===== src/rtl/wbuf_pkg.sv =====
package wbuf_pkg;
  typedef enum logic [1:0] {
    MS_IDLE  = 2'd0,
    MS_WRITE = 2'd1,
    MS_READ  = 2'd2
  } mem_state_e;
endpackage


===== src/rtl/wbuf_fifo.sv =====
// Entry storage and occupancy tracking. DEPTH must be a power of two >= 2.
module wbuf_fifo #(
  parameter int AW    = 8,
  parameter int DW    = 16,
  parameter int DEPTH = 4
) (
  input  logic                           clk,
  input  logic                           rst,
  input  logic                           push,
  input  logic [AW-1:0]                  push_addr,
  input  logic [DW-1:0]                  push_data,
  input  logic                           pop,
  output logic [AW-1:0]                  head_addr,
  output logic [DW-1:0]                  head_data,
  output logic [$clog2(DEPTH)-1:0]       head_ptr,
  output logic [$clog2(DEPTH+1)-1:0]     fill,
  output logic                           full,
  output logic                           empty,
  output logic [DEPTH-1:0][AW-1:0]       slot_addr,
  output logic [DEPTH-1:0][DW-1:0]       slot_data
);
  localparam int PW = $clog2(DEPTH);
  localparam int CW = $clog2(DEPTH+1);

  logic [PW-1:0] wr_ptr_q, rd_ptr_q;
  logic [CW-1:0] fill_q;
  logic [DEPTH-1:0][AW-1:0] addr_q;
  logic [DEPTH-1:0][DW-1:0] data_q;

  // storage carries no reset: only occupied slots are ever read
  always_ff @(posedge clk) begin
    if (push) begin
      addr_q[wr_ptr_q] <= push_addr;
      data_q[wr_ptr_q] <= push_data;
    end
  end

  always_ff @(posedge clk) begin
    if (rst) begin
      wr_ptr_q <= '0;
      rd_ptr_q <= '0;
      fill_q   <= '0;
    end else begin
      if (push) wr_ptr_q <= wr_ptr_q + PW'(1);
      if (pop)  rd_ptr_q <= rd_ptr_q + PW'(1);
      case ({push, pop})
        2'b10:   fill_q <= fill_q + CW'(1);
        2'b01:   fill_q <= fill_q - CW'(1);
        default: fill_q <= fill_q;
      endcase
    end
  end

  assign head_addr = addr_q[rd_ptr_q];
  assign head_data = data_q[rd_ptr_q];
  assign head_ptr  = rd_ptr_q;
  assign fill      = fill_q;
  assign full      = (fill_q == CW'(DEPTH));
  assign empty     = (fill_q == '0);
  assign slot_addr = addr_q;
  assign slot_data = data_q;
endmodule


===== src/rtl/wbuf_match.sv =====
// Finds the newest occupied entry whose address equals the read-miss address.
module wbuf_match #(
  parameter int AW    = 8,
  parameter int DW    = 16,
  parameter int DEPTH = 4
) (
  input  logic [DEPTH-1:0][AW-1:0]   slot_addr,
  input  logic [DEPTH-1:0][DW-1:0]   slot_data,
  input  logic [$clog2(DEPTH)-1:0]   head_ptr,
  input  logic [$clog2(DEPTH+1)-1:0] fill,
  input  logic [AW-1:0]              look_addr,
  output logic                       hit,
  output logic [DW-1:0]              hit_data
);
  localparam int PW = $clog2(DEPTH);
  localparam int CW = $clog2(DEPTH+1);

  // walk from oldest to newest; a later match overrides an earlier one
  always_comb begin
    hit      = 1'b0;
    hit_data = '0;
    for (int age = 0; age < DEPTH; age++) begin
      logic [PW-1:0] idx;
      idx = head_ptr + PW'(age);
      if ((CW'(age) < fill) && (slot_addr[idx] == look_addr)) begin
        hit      = 1'b1;
        hit_data = slot_data[idx];
      end
    end
  end
endmodule


===== src/rtl/wbuf_memport.sv =====
// Memory-side sequencer: drains queued stores first, then serves a pending read.
module wbuf_memport
  import wbuf_pkg::*;
#(
  parameter int AW = 8,
  parameter int DW = 16
) (
  input  logic          clk,
  input  logic          rst,
  input  logic          q_empty,
  input  logic [AW-1:0] head_addr,
  input  logic [DW-1:0] head_data,
  input  logic          rd_go,
  input  logic [AW-1:0] rd_addr,
  input  logic          mem_ack,
  output logic          mem_req,
  output logic          mem_we,
  output logic [AW-1:0] mem_addr,
  output logic [DW-1:0] mem_wdata,
  output logic          pop,
  output logic          rd_fill
);
  mem_state_e state_q;

  always_ff @(posedge clk) begin
    if (rst) begin
      state_q   <= MS_IDLE;
      mem_req   <= 1'b0;
      mem_we    <= 1'b0;
      mem_addr  <= '0;
      mem_wdata <= '0;
    end else begin
      case (state_q)
        MS_IDLE: begin
          if (!q_empty) begin
            state_q   <= MS_WRITE;
            mem_req   <= 1'b1;
            mem_we    <= 1'b1;
            mem_addr  <= head_addr;
            mem_wdata <= head_data;
          end else if (rd_go) begin
            state_q  <= MS_READ;
            mem_req  <= 1'b1;
            mem_we   <= 1'b0;
            mem_addr <= rd_addr;
          end
        end
        MS_WRITE, MS_READ: begin
          if (mem_ack) begin
            state_q <= MS_IDLE;
            mem_req <= 1'b0;
          end
        end
        default: state_q <= MS_IDLE;
      endcase
    end
  end

  assign pop     = (state_q == MS_WRITE) && mem_ack;
  assign rd_fill = (state_q == MS_READ) && mem_ack;
endmodule


===== src/rtl/posted_wbuf.sv =====
module posted_wbuf #(
  parameter int AW    = 8,
  parameter int DW    = 16,
  parameter int DEPTH = 4
) (
  input  logic          clk,
  input  logic          rst,
  input  logic          wr_valid,
  input  logic [AW-1:0] wr_addr,
  input  logic [DW-1:0] wr_data,
  output logic          wr_ack,
  input  logic          rd_req,
  input  logic [AW-1:0] rd_addr,
  output logic          rd_done,
  output logic [DW-1:0] rd_data,
  output logic          rd_fwd,
  output logic          mem_req,
  output logic          mem_we,
  output logic [AW-1:0] mem_addr,
  output logic [DW-1:0] mem_wdata,
  input  logic          mem_ack,
  input  logic [DW-1:0] mem_rdata
);
  localparam int PW = $clog2(DEPTH);
  localparam int CW = $clog2(DEPTH+1);

  logic                     push, pop, rd_fill;
  logic                     q_full, q_empty;
  logic [CW-1:0]            fill_cnt;
  logic [PW-1:0]            head_ptr;
  logic [AW-1:0]            head_addr;
  logic [DW-1:0]            head_data;
  logic [DEPTH-1:0][AW-1:0] slot_addr;
  logic [DEPTH-1:0][DW-1:0] slot_data;
  logic                     hit;
  logic [DW-1:0]            hit_data;
  logic                     rd_open, fwd_take, rd_go;
  logic                     wr_ack_q, rd_done_q, rd_fwd_q;
  logic [DW-1:0]            rd_data_q;

  // a read is open from presentation until its result pulse
  assign rd_open  = rd_req && !rd_done_q;
  assign fwd_take = rd_open && hit;
  assign rd_go    = rd_open && !hit && q_empty;
  // stores wait while a read is pending, and when the queue is full
  assign push     = wr_valid && !wr_ack_q && !q_full && !rd_req;

  wbuf_fifo #(.AW(AW), .DW(DW), .DEPTH(DEPTH)) u_fifo (
    .clk       (clk),
    .rst       (rst),
    .push      (push),
    .push_addr (wr_addr),
    .push_data (wr_data),
    .pop       (pop),
    .head_addr (head_addr),
    .head_data (head_data),
    .head_ptr  (head_ptr),
    .fill      (fill_cnt),
    .full      (q_full),
    .empty     (q_empty),
    .slot_addr (slot_addr),
    .slot_data (slot_data)
  );

  wbuf_match #(.AW(AW), .DW(DW), .DEPTH(DEPTH)) u_match (
    .slot_addr (slot_addr),
    .slot_data (slot_data),
    .head_ptr  (head_ptr),
    .fill      (fill_cnt),
    .look_addr (rd_addr),
    .hit       (hit),
    .hit_data  (hit_data)
  );

  wbuf_memport #(.AW(AW), .DW(DW)) u_memport (
    .clk       (clk),
    .rst       (rst),
    .q_empty   (q_empty),
    .head_addr (head_addr),
    .head_data (head_data),
    .rd_go     (rd_go),
    .rd_addr   (rd_addr),
    .mem_ack   (mem_ack),
    .mem_req   (mem_req),
    .mem_we    (mem_we),
    .mem_addr  (mem_addr),
    .mem_wdata (mem_wdata),
    .pop       (pop),
    .rd_fill   (rd_fill)
  );

  always_ff @(posedge clk) begin
    if (rst) begin
      wr_ack_q  <= 1'b0;
      rd_done_q <= 1'b0;
      rd_fwd_q  <= 1'b0;
      rd_data_q <= '0;
    end else begin
      wr_ack_q  <= push;
      rd_done_q <= fwd_take || rd_fill;
      rd_fwd_q  <= fwd_take;
      if (fwd_take)     rd_data_q <= hit_data;
      else if (rd_fill) rd_data_q <= mem_rdata;
    end
  end

  assign wr_ack  = wr_ack_q;
  assign rd_done = rd_done_q;
  assign rd_fwd  = rd_fwd_q;
  assign rd_data = rd_data_q;
endmodule


===== config.mk =====
export PLATFORM = sky130hd
export DESIGN_NAME = posted_wbuf
export DESIGN_NICKNAME = d
export VERILOG_FILES = /design/src/rtl/wbuf_pkg.sv /design/src/rtl/wbuf_fifo.sv /design/src/rtl/wbuf_match.sv /design/src/rtl/wbuf_memport.sv /design/src/rtl/posted_wbuf.sv
export SDC_FILE = /design/constraint.sdc
export NUM_CORES = 1
export LEC_CHECK = 0
export ABC_AREA = 1
export BUFFER_PORTS_ARGS = -buffer_cell sky130_fd_sc_hd__buf_2
export CAP_MARGIN = 10
export CORE_MARGIN = 2
export CORE_UTILIZATION = 64
export CTS_CLUSTER_SIZE = 30
export DETAILED_ROUTE_END_ITERATION = 6
export HOLD_SLACK_MARGIN = 0.05
export MAX_ROUTING_LAYER = met4
export PLACE_DENSITY = 0.86
export SKIP_CTS_REPAIR_TIMING = 1
export SLEW_MARGIN = 25
export SYNTH_ARGS = -nofsm -noshare
export SYNTH_HDL_FRONTEND = slang
export SYNTH_SLANG_ARGS = --single-unit

===== constraint.sdc =====
create_clock -name clk -period 4.4 [get_ports clk]
set_input_delay 0.22 -clock clk [delete_from_list [all_inputs] [get_ports clk]]
set_output_delay 0.22 -clock clk [all_outputs]
set_load 0.02 [all_outputs]

=== After elaboration in Yosys (flattened, before gate mapping) ===
Index checks and enable logic that the tools add are counted.
Widths: inputs -> output; s select.

* Flip-flop bits (word level): 150
* Output and inout bits: 45
* Word-level logic and storage cells: 124

* Add/sub/neg operators: 6
* Magnitude comparators: 10
* Equal/unequal tests: 12
* Multiplexer cells: 45
* Bitwise operators: 1
* Reduce and logical (&&, ||, !) cells: 30

{| class="wikitable"
|+ Operator list
! kind !! count
|-
| $mux 16 || 11
|-
| $bmux 16 s2 || 4
|-
| $bmux 8 s2 || 4
|-
| $bwmux 64 || 1
|-
| $mux 8 || 7
|-
| $bwmux 32 || 1
|-
| $demux 16 s2 || 1
|-
| $eq 8x8->1 || 4
|-
| $demux 8 s2 || 1
|-
| $lt 2x3->1 const B || 5
|-
| $logic_and 1x1->1 || 14
|-
| $mux 1 || 9
|-
| $lt 1x3->1 const A || 2
|-
| $lt 2x3->1 const A || 2
|-
| $mux 2 || 3
|-
| $pmux 3 s2 || 1
|-
| $reduce_and 2->1 || 3
|-
| $reduce_bool 2->1 || 3
|-
| $logic_not 1->1 || 5
|-
| $add 2x1->2 const B || 2
|-
| $add 2x2->2 const B || 2
|-
| $eq 2x1->1 const B || 2
|-
| $eq 2x2->1 const B || 2
|-
| $pmux 2 s2 || 1
|-
| 14 further kinds || 14
|}

=== Longest topological paths before layout ===
Gate-level depths: netlist (run 1).

* Depth in word-level cells: 14
* Depth in mapped cells: 20

=== Hierarchy ===
A second synthesis (run 1) with hierarchy kept.

* Cell total of the unflattened synthesis: 1410
* Area total of the unflattened synthesis: 9985.8 µm²

{| class="wikitable"
|+ Modules (own cells, without submodules)
! module !! times used !! cells an instance !! area an instance (µm²) !! sequential area each (µm²)
|-
| wbuf_fifo || 1 || 287 || 4052.6 || 3022.9
|-
| wbuf_match || 1 || 799 || 3707.3 || 0.0
|-
| wbuf_memport || 1 || 167 || 1183.6 || 560.5
|-
| posted_wbuf || 1 || 157 || 1042.2 || 380.4
|}

=== Worst setup path before layout (run 1) ===
No wires, ideal clock.

* Kind: register -> register
* From: register u_fifo.fill_q[0] (netlist: u_fifo.fill[0])
* To: register u_fifo.addr_q (netlist bit u_fifo.slot_addr[0]), enable pin
* Data arrival time: 2140 ps
* Path slack: 1855 ps
* Cell stages (with the launch flop): 8
* Path buffers: 0
* Period minus slack after synthesis: 2545 ps
* Cells stage by stage: dfxtp_1 inv_1 ha_1 nand2_1 nand2_1 nor2_1 clkinv_1 nor2_1

* Word-level cells in the longest chain between the ends: 4

{| class="wikitable"
|+ RTL lines
! item !! line !! RTL
|-
| from (decl) || wbuf_fifo.sv:26 || <nowiki>logic [CW-1:0] fill_q;</nowiki>
|-
| from (signal assigned) || wbuf_fifo.sv:47 || <nowiki>2'b10: fill_q <= fill_q + CW'(1);</nowiki>
|-
| from (signal assigned) || wbuf_fifo.sv:48 || <nowiki>2'b01: fill_q <= fill_q - CW'(1);</nowiki>
|-
| from (signal assigned) || wbuf_fifo.sv:49 || <nowiki>default: fill_q <= fill_q;</nowiki>
|-
| $eq 3x3->1 || wbuf_fifo.sv:58 || <nowiki>assign full = (fill_q == CW'(DEPTH));</nowiki>
|-
| $logic_not 1->1 || posted_wbuf.sv:46 || <nowiki>assign push = wr_valid && !wr_ack_q && !q_full && !rd_req;</nowiki>
|-
| $logic_and 1x1->1 (2 in series) || posted_wbuf.sv:46 ||
|-
| to (signal, indexed assignment) || wbuf_fifo.sv:33 || <nowiki>addr_q[wr_ptr_q] <= push_addr;</nowiki>
|-
| to (decl) || wbuf_fifo.sv:27 || <nowiki>logic [DEPTH-1:0][AW-1:0] addr_q;</nowiki>
|}

No other way between the ends.
A chain may end at the register's enable or synchronous reset.

=== Worst setup path in the final report (run 1) ===
* From: register u_fifo.rd_ptr_q[1] (netlist: u_fifo.head_ptr[1])
* To: register rd_data_q[3] (netlist: rd_data[3])

* Word-level cells in the longest chain between the ends: 10
* Elaborated cells on any way between the ends: 38
* Those cells by class: 3 x add/sub; 4 x eq/ne; 25 x mux; 6 x reduce/logical

{| class="wikitable"
|+ RTL lines
! item !! line !! RTL
|-
| from (decl) || wbuf_fifo.sv:25 || <nowiki>logic [PW-1:0] wr_ptr_q, rd_ptr_q;</nowiki>
|-
| from (signal assigned) || wbuf_fifo.sv:45 || <nowiki>if (pop) rd_ptr_q <= rd_ptr_q + PW'(1);</nowiki>
|-
| $add 2x1->2 / $bmux 8 s2 (equally long branches) || wbuf_match.sv:24, wbuf_match.sv:25 ||
|-
| $bmux 8 s2 / $mux 8 (equally long branches) || wbuf_match.sv:25 || <nowiki>if ((CW'(age) < fill) && (slot_addr[idx] == look_addr)) begin</nowiki>
|-
| $mux 8 (implied by the code) / $eq 8x8->1 (equally long branches) || wbuf_match.sv:25 ||
|-
| $eq 8x8->1 / $logic_and 1x1->1 (equally long branches) || wbuf_match.sv:25 ||
|-
| $logic_and 1x1->1 / $mux 1 (equally long branches) || wbuf_match.sv:25 ||
|-
| $mux 1 (3 in series) || wbuf_match.sv:25 ||
|-
| $logic_and 1x1->1 || posted_wbuf.sv:43 || <nowiki>assign fwd_take = rd_open && hit;</nowiki>
|-
| $mux 16 / $reduce_bool 2->1 (equally long branches) || -- ||
|-
| to (signal assigned) || posted_wbuf.sv:102 || <nowiki>if (fwd_take) rd_data_q <= hit_data;</nowiki>
|-
| to (signal assigned) || posted_wbuf.sv:103 || <nowiki>else if (rd_fill) rd_data_q <= mem_rdata;</nowiki>
|-
| to (decl) || posted_wbuf.sv:39 || <nowiki>logic [DW-1:0] rd_data_q;</nowiki>
|}

Parallel ways exist; a longest one is shown, timed or not. The select of a mux whose other input is x is not followed.

==> impl_metrics.yaml, run 1 <==
setup_path:
  r2r_start: "u_fifo.head_ptr[1]"
  crit_required_ns: 4.75
  arrival_ns: 3.79
  crit_path_max_fanout: 56
  path_class: "reg -> reg"
  reg2reg_depth: 15
  critPathCaptureType: "register"
  startpoint_type: "register"
  r2r_setup_slack_ns: 0.97
  r2r-end: "rd_data[3]"
synthesis:
  synth-compound-area-share: 0.1230
  avgSynthCellArea_um2: 7.639
  ys_seq_elements: 150
  synth_top_family_by_area: "simple AND/OR/NAND/NOR gates"
  yosysWarnings: 0
  syn_nets: 1213
  synth_cell_types: 29
  async_flop_share: 0
  synthMuxAreaShare: 0.06392
  synthXorXnorAreaFrac: 0.003995
  synth_fa_ha_area_frac: 0.01712
  syn-instance-count: 1148
  yosys.area_share.simple: 0.2544
  yosysSeqAreaShare: 0.4520
  synth-edff-count: 96
  yosys_most_used_dff: "edfxtp_1"
  netlist_area_mm2: 0.008770
sta:
  skew_ns: 0.01276
  fmax_ghz: 0.2914
  rsz0062_at_grt: "false"
  setup_viol: 0
  hold_ws_ns: 0.09457
  max_slew_margin: 0.3809
  min_period_ns: 3.432
  slew_viol_final: 0
  finalCritPeriodShare: 0.7800
  tightestPinTransition_ns: 0.9277
  hold_violations: 0
  setup-tns-final_ns: 0
die:
  ios: 98
  fp.dieW_um: 121.1
  core_mm2: 0.01330
  start_util: 0.6596
  fp.dieH_um: 121.1
  rows: 42
  dieArea_mm2: 0.01466
clock_network:
  htreeDepth: 4
  clkLatencyLatePin_ns: 0.43
  cts_root_buf: "clkbuf_16"
  clkTransAtPathRegs_ns: 0.06
  tritoncts: "done"
  cts_buffers: 17
  cts_buffer_depth: 2
  clkSinkCount: 150
drt:
  vias_per_cell: 5.627
  drc: 5
  drt-initial-drc-count: 1088
  vias: 8024
  wl_per_cell_um: 15.35
  drtAntennaViolNets: 0
  drt_pass1_iterations: 7
  drt-total-wl_um: 21890
worst_hold_path:
  hold_path_class: "in -> reg"
  hp-start: "rst"
  min_to: "u_memport.state_q[1]"
  whs_path_depth: 2
run:
  drv_cap: 0
placed_design:
  place.gp.congestion: 0.9502
  portBuffers: 97
  dp_hpwl_um: 15150
  place_area_mm2: 0.009238
cells_and_area:
  areaGrowthSynthToFinish_pct: 14.97
  utilization: 0.7583
  multi_input_area_mm2: 0.004078
  drive_gt1_frac: 0.1256
  fin_nets: 1302
  fillers: 935
  seq_area_mm2: 0.003968
  antenna_cells: 0
  final_cell_area_mm2: 0.01008
power:
  leakage_uw: 0.004624
  powerDensity_mw_per_mm2: 476.1
  ir_worst_vdd_mv: 0.3424
global_route:
  grt_pass1_wl_um: 34250
  grt_max_degree: 61
  antenna_found_initial: 0
  grt.overflow.total: 0
  track_usage: 0.3112
  grt_pass1_vias: 6741
run_status:
  violations: "DRC"
  status: "finished, violations left"
## metrics by stage
step / instances / worst slack (ns) / power, uW
after floorplan: 1148 / 1.855 / 2908
after global placement: 1370 / 1.185 / 3237
after detailed placement: 1370 / 1.134 / 3273
after CTS: 1402 / 1.068 / 4758
after global routing: 1426 / 0.6533 / 5077
final: 1426 / 0.9680 / 4800
## worst max path at each step
stage                  startpoint                  end  slack (ns)  cells after the start
3_3_place_gp   u_fifo.head_ptr[1]          rd_data[10]        1.19                     15
4_1_cts        u_fifo.head_ptr[1]           rd_data[3]        1.07                     15
6_report       u_fifo.head_ptr[1]           rd_data[3]        0.97                     15
2_1_floorplan      u_fifo.fill[0]  u_fifo.slot_addr[0]        1.86                      7
3_5_place_dp   u_fifo.head_ptr[1]          rd_data[15]        1.13                     15
5_1_grt        u_fifo.head_ptr[0]           rd_data[3]        0.65                     17
## cells in the final DEF, fill, tap and decap left out, drive strengths merged
cell         netlist  routed
mux2i             56      56
or2                1       1
dlygate4sd3        0      24
nand2            381     381
a21oi             54      54
nor3               1       1
xor2               4       4
nor2              69      69
a211oi            14      14
o211ai             5       5
edfxtp            96      96
buf               32     105
o21ai            133     133
and2               1       1
dfxtp             54      54
ha                12      12
nand4              1       1
inv              114     120
clkinv             1       6
nand3             92      92
clkbuf            27      18
bufinv             0       3
## state kept, by name, indices dropped and copies added (netlist names)
name                 count
u_fifo.slot_data        64
u_fifo.slot_addr        32
rd_data                 16
u_memport.mem_wdata     16
u_memport.mem_addr       8
u_fifo.fill              3
u_fifo.head_ptr          2
u_fifo.wr_ptr_q          2
u_memport.state_q        2
rd_done                  1
rd_fwd                   1
u_memport.mem_req        1
u_memport.mem_we         1
wr_ack                   1
## metal layers
layer	vias to the layer above	wire (um)	global-route usage
li1	3969	-	-
met4	0	337	0.08939
met2	452	8673	0.3996
met3	40	2433	0.07190
met5	-	0	-
met1	3563	10450	0.4859
## cell families after synthesis
| group | count (synthesis) |
|---|---|
| and+or+nand+nor | 546 |
| AOI/OAI and AO/OA | 206 |
| buffers and inverters | 174 |
| DFF | 150 |
| muxes | 56 |
| adders and majority gates | 12 |
| xor gates and xnor gates | 4 |
## cell type report
type | instances | area share
Clock inverter | 14 | 0.01688
Tap cell | 176 | 0.02184
Multi-Input combinational cell | 824 | 0.4044
Sequential cell | 150 | 0.3935
Inverter | 115 | 0.04281
Timing Repair Buffer | 129 | 0.07793
Clock buffer | 18 | 0.04257
## power breakdown
group	switching (uW)	internal, uW
logic	1080	483
registers	85.1	1670
clock network	590	898
## Yosys cell counts (2+ instances only)
cell type	n	area share
a211oi_1	14	0.012
a21oi_1	54	0.031
buf_1	3	0.0013
buf_2	18	0.010
buf_4	2	0.0017
buf_6	9	0.012
clkbuf_1	27	0.012
dfxtp_1	54	0.12
edfxtp_1	96	0.33
ha_1	12	0.017
inv_1	111	0.048
inv_2	3	0.0013
mux2i_1	56	0.064
nand2_1	375	0.16
nand2_2	3	0.0021
nand2_4	3	0.0039
nand3_1	92	0.053
nor2_1	64	0.027
nor2_2	2	0.0014
nor2_4	3	0.0039
o211ai_1	5	0.0043
o21ai_0	123	0.070
o21ai_1	10	0.0057
xor2_1	4	0.0040
## critical path: stages (launching register included)
cell and delay (ns):
dfxtp_1 0.30, buf_4 0.20, inv_2 0.32, buf_4 0.51, nand3_1 0.17, nand2_1 0.18, o21ai_0 0.11, nor2_1 0.09
nand3_1 0.15, nor2_4 0.36, nor2_2 0.10, nand2_2 0.09, nand2_4 0.21, nand2_4 0.24, o21ai_0 0.12, a21oi_1 0.17
(Power assumes the default switching activity.)
==> inputs of run 2 (changes only) <==
ABC_AREA = 0   (was 1)
CORE_UTILIZATION = 53   (was 64)
PLACE_DENSITY = 0.76   (was 0.86)
clock period = 2.83 ns   (was 4.4 ns; I/O delays follow)
==> run 2 against run 1 <==
  * The run ends with setup timing left
  * Area after synthesis decreased by 3.4%
  * Combinational power increased by 68%
  * Worst setup slack got worse by 1.4 ns
  * Cell area increased by 5.5%
  * Clock-buffer cell count increased by 4
  * Via count decreased by 17%
  * Global-route usage decreased by 4.7 points
  * Core utilization decreased by 8.4 points
  * Cell count decreased by 26%
  * Clock skew decreased by 0.0048 ns
  * Sequential share of layout area decreased by 2.0 points
==> impl_metrics.yaml, run 2 <==
sta:
  slew_viol_final: 0
  setup_viol: 27
  hold_ws_ns: 0.08514
  skew_ns: 0.007999
  finalCritPeriodShare: 1.151
  layout_setup_ws_ns: -0.4276
  min_period_ns: 3.258
  rsz0062_at_grt: "true"
  max_slew_margin: 0.4081
  hold_violations: 0
  fmax_ghz: 0.3070
  tightestPinTransition_ns: 0.8878
global_route:
  grt_pass1_vias: 6019
  grt_pass1_wl_um: 32490
  grt.overflow.total: 0
  antenna_found_initial: 0
  track_usage: 0.2646
  grt_max_degree: 67
placed_design:
  place_inst: 982
  dp_hpwl_um: 14480
  portBuffers: 97
  place.gp.congestion: 0.8365
drt:
  drt_pass1_iterations: 5
  vias_per_cell: 6.341
  drt-initial-drc-count: 795
  drtAntennaViolNets: 0
  wl_per_cell_um: 21.82
  drt-total-wl_um: 22910
  vias: 6658
  drc: 0
clock_network:
  cts_buffer_depth: 2
  htreeDepth: 4
  clkLatencyLatePin_ns: 0.43
  clkTransAtPathRegs_ns: 0.06
  cts_buffers: 17
  cts_root_buf: "clkbuf_16"
  clkSinkCount: 150
  tritoncts: "done"
setup_path:
  crit_path_max_fanout: 8
  cp_slowest_cell: "or4_4"
  crit_required_ns: 3.16
  path_cells: "buf_4, mux4_2, xnor2_1, o211ai_1, or4_4, o21ba_4, clkbuf_16, a221oi_1, or3_1, a311oi_1"
  path_class: "reg -> reg"
  startpoint_type: "register"
  critPathTopFamily: "simple AND/OR/NAND/NOR gates"
  critPathCaptureType: "register"
  cpPeakStageDelay_ns: 0.58
  path_buf_inv: 2
  arrival_ns: 3.58
cells_and_area:
  antenna_cells: 0
  fillers: 1123
  areaGrowthSynthToFinish_pct: 25.46
  drive_gt1_frac: 0.3753
  utilization: 0.6743
  largest_reg_flops: 64
  layout_common_cells: "buf_2 (97), edfxtp_1 (96), mux4_2 (71)"
  final_common_cell: "buf_2"
  fin_nets: 886
  stdcell_count: 1050
synthesis:
  avgSynthCellArea_um2: 12.65
  yosysSeqAreaShare: 0.4677
  syn_nets: 735
  synth_most_common_cell: "edfxtp_1"
  synth_cell_types: 49
  yosys_most_used_dff: "edfxtp_1"
  ys_seq_elements: 150
  yosysTopAreaCell: "edfxtp_1"
  yosysWarnings: 0
  netlist_area_mm2: 0.008476
  synth-edff-count: 96
  async_flop_share: 0
  syn-instance-count: 670
  synth_area_leaders: "edfxtp_1 (34%), mux4_2 (19%), dfxtp_1 (13%)"
  ys_top_cells_by_count: "edfxtp_1 (96), mux4_2 (71), nand2_1 (66)"
  yosys.area.top_type_share: 0.3401
die:
  fp.dieW_um: 130.5
  core_mm2: 0.01577
  rows: 46
  ios: 98
  dieArea_mm2: 0.01702
  start_util: 0.5374
  fp.dieH_um: 130.5
run:
  drv_cap: 0
worst_hold_path:
  hold_path_class: "in -> reg"
power:
  powerDensity_mw_per_mm2: 715.9
  leakage_uw: 0.003743
  ir_worst_vdd_mv: 0.4546
run_status:
  violations: "setup timing"
  status: "finished, violations left"
-- run 2: cell types whose count changed after synthesis, sizes merged, moves of 7 or more --
cell	before	now
nor2	69	41
nand3	92	12
or3	0	13
a221oi	0	25
a311oi	0	8
xnor2	0	33
mux2	0	7
and3	0	12
nand2	381	66
a21oi	54	23
inv	114	11
o21ai	133	9
mux4	0	71
-- run 2: path summary, 6_finish.rpt --
check	from	end	slack (ns)	depth (start not counted)
setup reg to reg	u_fifo.head_ptr[0]	rd_data[15]	-0.43	10
hold / removal	mem_rdata[2]	rd_data[2]	0.09	3
hold reg to reg	u_memport.mem_wdata[11]	u_memport.mem_wdata[11]	0.45	2
setup / recovery	u_fifo.head_ptr[0]	rd_data[15]	-0.43	10
-- run 2: cells by family (layout without fill, tap and decap cells) --
group / after synthesis / after routing / share of synthesized area
flops: 150 / 150 / 0.4677
simple gates: 170 / 170 / 0.09315
mux: 128 / 128 / 0.2570
xor+xnor: 38 / 38 / 0.03927
fa+ha+maj: 12 / 12 / 0.01771
buf+inv: 68 / 232 / 0.03440
compound gates: 104 / 104 / 0.09079
-- run 2: metal layers --
| layer | GRT usage | share of wire | routed length (um) |
|---|---|---|---|
| met5 | - | 0 | 0 |
| met1 | 0.3389 | 0.39 | 9004 |
| met2 | 0.4259 | 0.51 | 11640 |
| met3 | 0.05008 | 0.076 | 1732 |
| met4 | 0.09637 | 0.023 | 532 |
-- run 2: worst register-to-register path: stages, from the launching register on --
cell       delay [ns]
dfxtp_4          0.41
buf_4            0.13
mux4_2           0.51
xnor2_1          0.18
o211ai_1         0.18
or4_4            0.58
o21ba_4          0.29
clkbuf_16        0.18
a221oi_1         0.10
or3_1            0.33
a311oi_1         0.27
-- run 2: final cells by class --
type                       instances  area, um2  area share
multi-input combinational        452       4436      0.4171
sequential                       150       3971      0.3735
timing repair buffer             189       1321      0.1243
clock buffer                      22      484.2     0.04553
tap                              216      270.3     0.02541
clock inverter                    10      110.1     0.01035
inverter                          11      41.29    0.003883
-- run 2: stage by stage --
step                      setup TNS [ns]  instance area [um2]  total power [uW]  setup slack (ns)
after CTS                         -6.450                10050              7442           -0.4080
after detailed placement          -5.914                 9458              5202           -0.3925
after floorplan                  -0.7601                 8507              4442          -0.09331
after global routing              -11.19                10630              7917           -0.5235
final                             -7.456                10630              7612           -0.4276
after global placement            -3.759                 9458              5116           -0.2362
-- run 2: power by group --
group	total [uW]	internal (uW)	leakage (uW)	switching, uW
Clock	2260	1320	0.000290	935
Sequential	2730	2570	0.00131	158
Combinational	2620	1160	0.00214	1460
Total	7610	5060	0.00374	2560
==> inputs of run 3 (changes only) <==
ABC_AREA = 1   (was 0)
CORE_UTILIZATION = 54   (was 53)
PLACE_DENSITY = 0.77   (was 0.76)
==> run 3 against run 2 <==
  * The flow now finishes without violations
  * First-iteration DRC count up 17%
  * Clock power increased by 2%
  * Combinational power decreased by 6%
  * Cell area down 2.5%
  * Power decreased by 1.4%
  * Sequential share of layout area grew 0.93 points
  * Highest routed layer unchanged
==> impl_metrics.yaml, run 3 (synthesis gave the netlist of run 1 again) <==
global_route:
  grt_pass1_wl_um: 35630
  antenna_found_initial: 0
  grt_max_degree: 58
  grt_pass1_vias: 6782
  track_usage: 0.2674
  grt.overflow.total: 0
clock_network:
  tritoncts: "done"
  clkSinkCount: 150
  cts_root_buf: "clkbuf_16"
  htreeDepth: 4
  clkLatencyLatePin_ns: 0.43
  cts_buffers: 17
  clkTransAtPathRegs_ns: 0.07
  cts_buffer_depth: 2
die:
  start_util: 0.5521
  rows: 46
  fp.dieH_um: 131.4
  ios: 98
  dieArea_mm2: 0.01728
  core_mm2: 0.01589
  fp.dieW_um: 131.4
placed_design:
  dp_hpwl_um: 15800
  place_inst: 1431
  portBuffers: 97
  place.gp.congestion: 0.8822
setup_path:
  crit_required_ns: 3.19
  cp-endpoint: "rd_data[10]"
  path_class: "reg -> reg"
  r2r-end: "rd_data[10]"
  critPathCaptureType: "register"
  startpoint: "u_fifo.head_ptr[1]"
  r2r_setup_slack_ns: 0.24
  arrival_ns: 2.95
  crit_path_max_fanout: 44
  r2r_start: "u_fifo.head_ptr[1]"
  reg2reg_depth: 13
  startpoint_type: "register"
drt:
  routed-wl-met2_um: 9002
  met3WireLength_um: 2232
  wl_per_cell_um: 15.19
  drc: 0
  drt-initial-drc-count: 929
  drt_pass1_iterations: 6
  vias_per_cell: 5.407
  m1WireLength_um: 11100
  vias: 8062
  dr.max_layer_used: "met4"
  drtAntennaViolNets: 0
  drt-total-wl_um: 22650
power:
  total_power_uw: 7503
  leakage_uw: 0.004759
  ir_worst_vdd_mv: 0.4528
  powerDensity_mw_per_mm2: 723.9
run:
  drv_cap: 0
run_status:
  status: "finished, final reports clean"
sta:
  tightestPinTransition_ns: 0.9974
  hold_violations: 0
  skew_ns: 0.008887
  finalCritPeriodShare: 0.9137
  max_slew_margin: 0.3343
  min_period_ns: 2.586
  setup_viol: 0
  fmax_ghz: 0.3867
  slew_viol_final: 0
  rsz0062_at_grt: "false"
  setup-tns-final_ns: 0
cells_and_area:
  seq_area_mm2: 0.003968
  antenna_cells: 0
  drive_gt1_frac: 0.1404
  largest_reg_flops: 64
  final_common_cell: "nand2_1"
  fin_nets: 1327
  layout_common_cells: "nand2_1 (375), o21ai_0 (123), inv_1 (111)"
  areaGrowthSynthToFinish_pct: 18.19
  fillers: 1352
  multi_input_area_mm2: 0.004073
  stdcell_count: 1491
worst_hold_path:
  hold_path_class: "in -> reg"
  hp-start: "mem_rdata[8]"
  whs_path_depth: 3
run 3: cell types whose count changed in the layout (fill, tap and decap cells not counted), moves of 14 or more:
cell	before	now
nand2_1	66	375
o21ai_0	6	123
inv_1	11	111
nand3_1	12	92
mux4_2	71	0
a21oi_1	23	54
buf_4	56	26
xnor2_1	30	0
nor2_1	40	59
a221oi_2	14	0
run 3: power by group:
part | internal [uW] | switching [uW] | total (uW)
clock | 1270 | 1030 | 2300
combinational | 812 | 1660 | 2470
sequential | 2590 | 140 | 2730
run 3: area by class of cell:
type,instances,share of cell area
Multi-Input combinational cell,824,0.3929
Clock buffer,17,0.04104
Clock inverter,15,0.01702
Inverter,115,0.04165
Tap cell,216,0.02607
Sequential cell,150,0.3828
Timing Repair Buffer,154,0.09850
run 3: through the flow:
step	setup slack [ns]	utilization	hold WS, ns	instance area (um2)
floorplan	0.2851	-	0.2404	8770
CTS	0.2749	0.6345	-0.09379	10080
finish	0.2442	0.6525	0.01299	10360
global route	0.01737	0.6525	0.05487	10360
global placement	0.3772	0.5966	0.3547	9478
detailed placement	0.2833	0.5966	0.3571	9478
run 3: how the worst min path moves through the flow:
stage                                end
detailed placement  u_fifo.slot_data[57]
floorplan            u_fifo.slot_addr[0]
global route          u_fifo.wr_ptr_q[0]
global placement    u_fifo.slot_data[15]
CTS                 u_fifo.slot_addr[27]
finish                        rd_data[8]
run 3: critical path, stage by stage, from the launching register on:
cell,delay [ns]
dfxtp_1,0.35
inv_2,0.10
buf_4,0.39
nand3_1,0.13
nand2_1,0.13
xor2_1,0.19
nand3_1,0.21
nor2_4,0.18
nor2_2,0.06
nand2_2,0.07
nand2_4,0.16
nand2_4,0.21
o21ai_0,0.13
a21oi_1,0.19
run 3: metal layers:
layer  GRT usage  up-vias
met4     0.06280        0
met1      0.4169     3634
met3     0.06327       27
li1            -     4020
met5           -        -
met2      0.3467      381
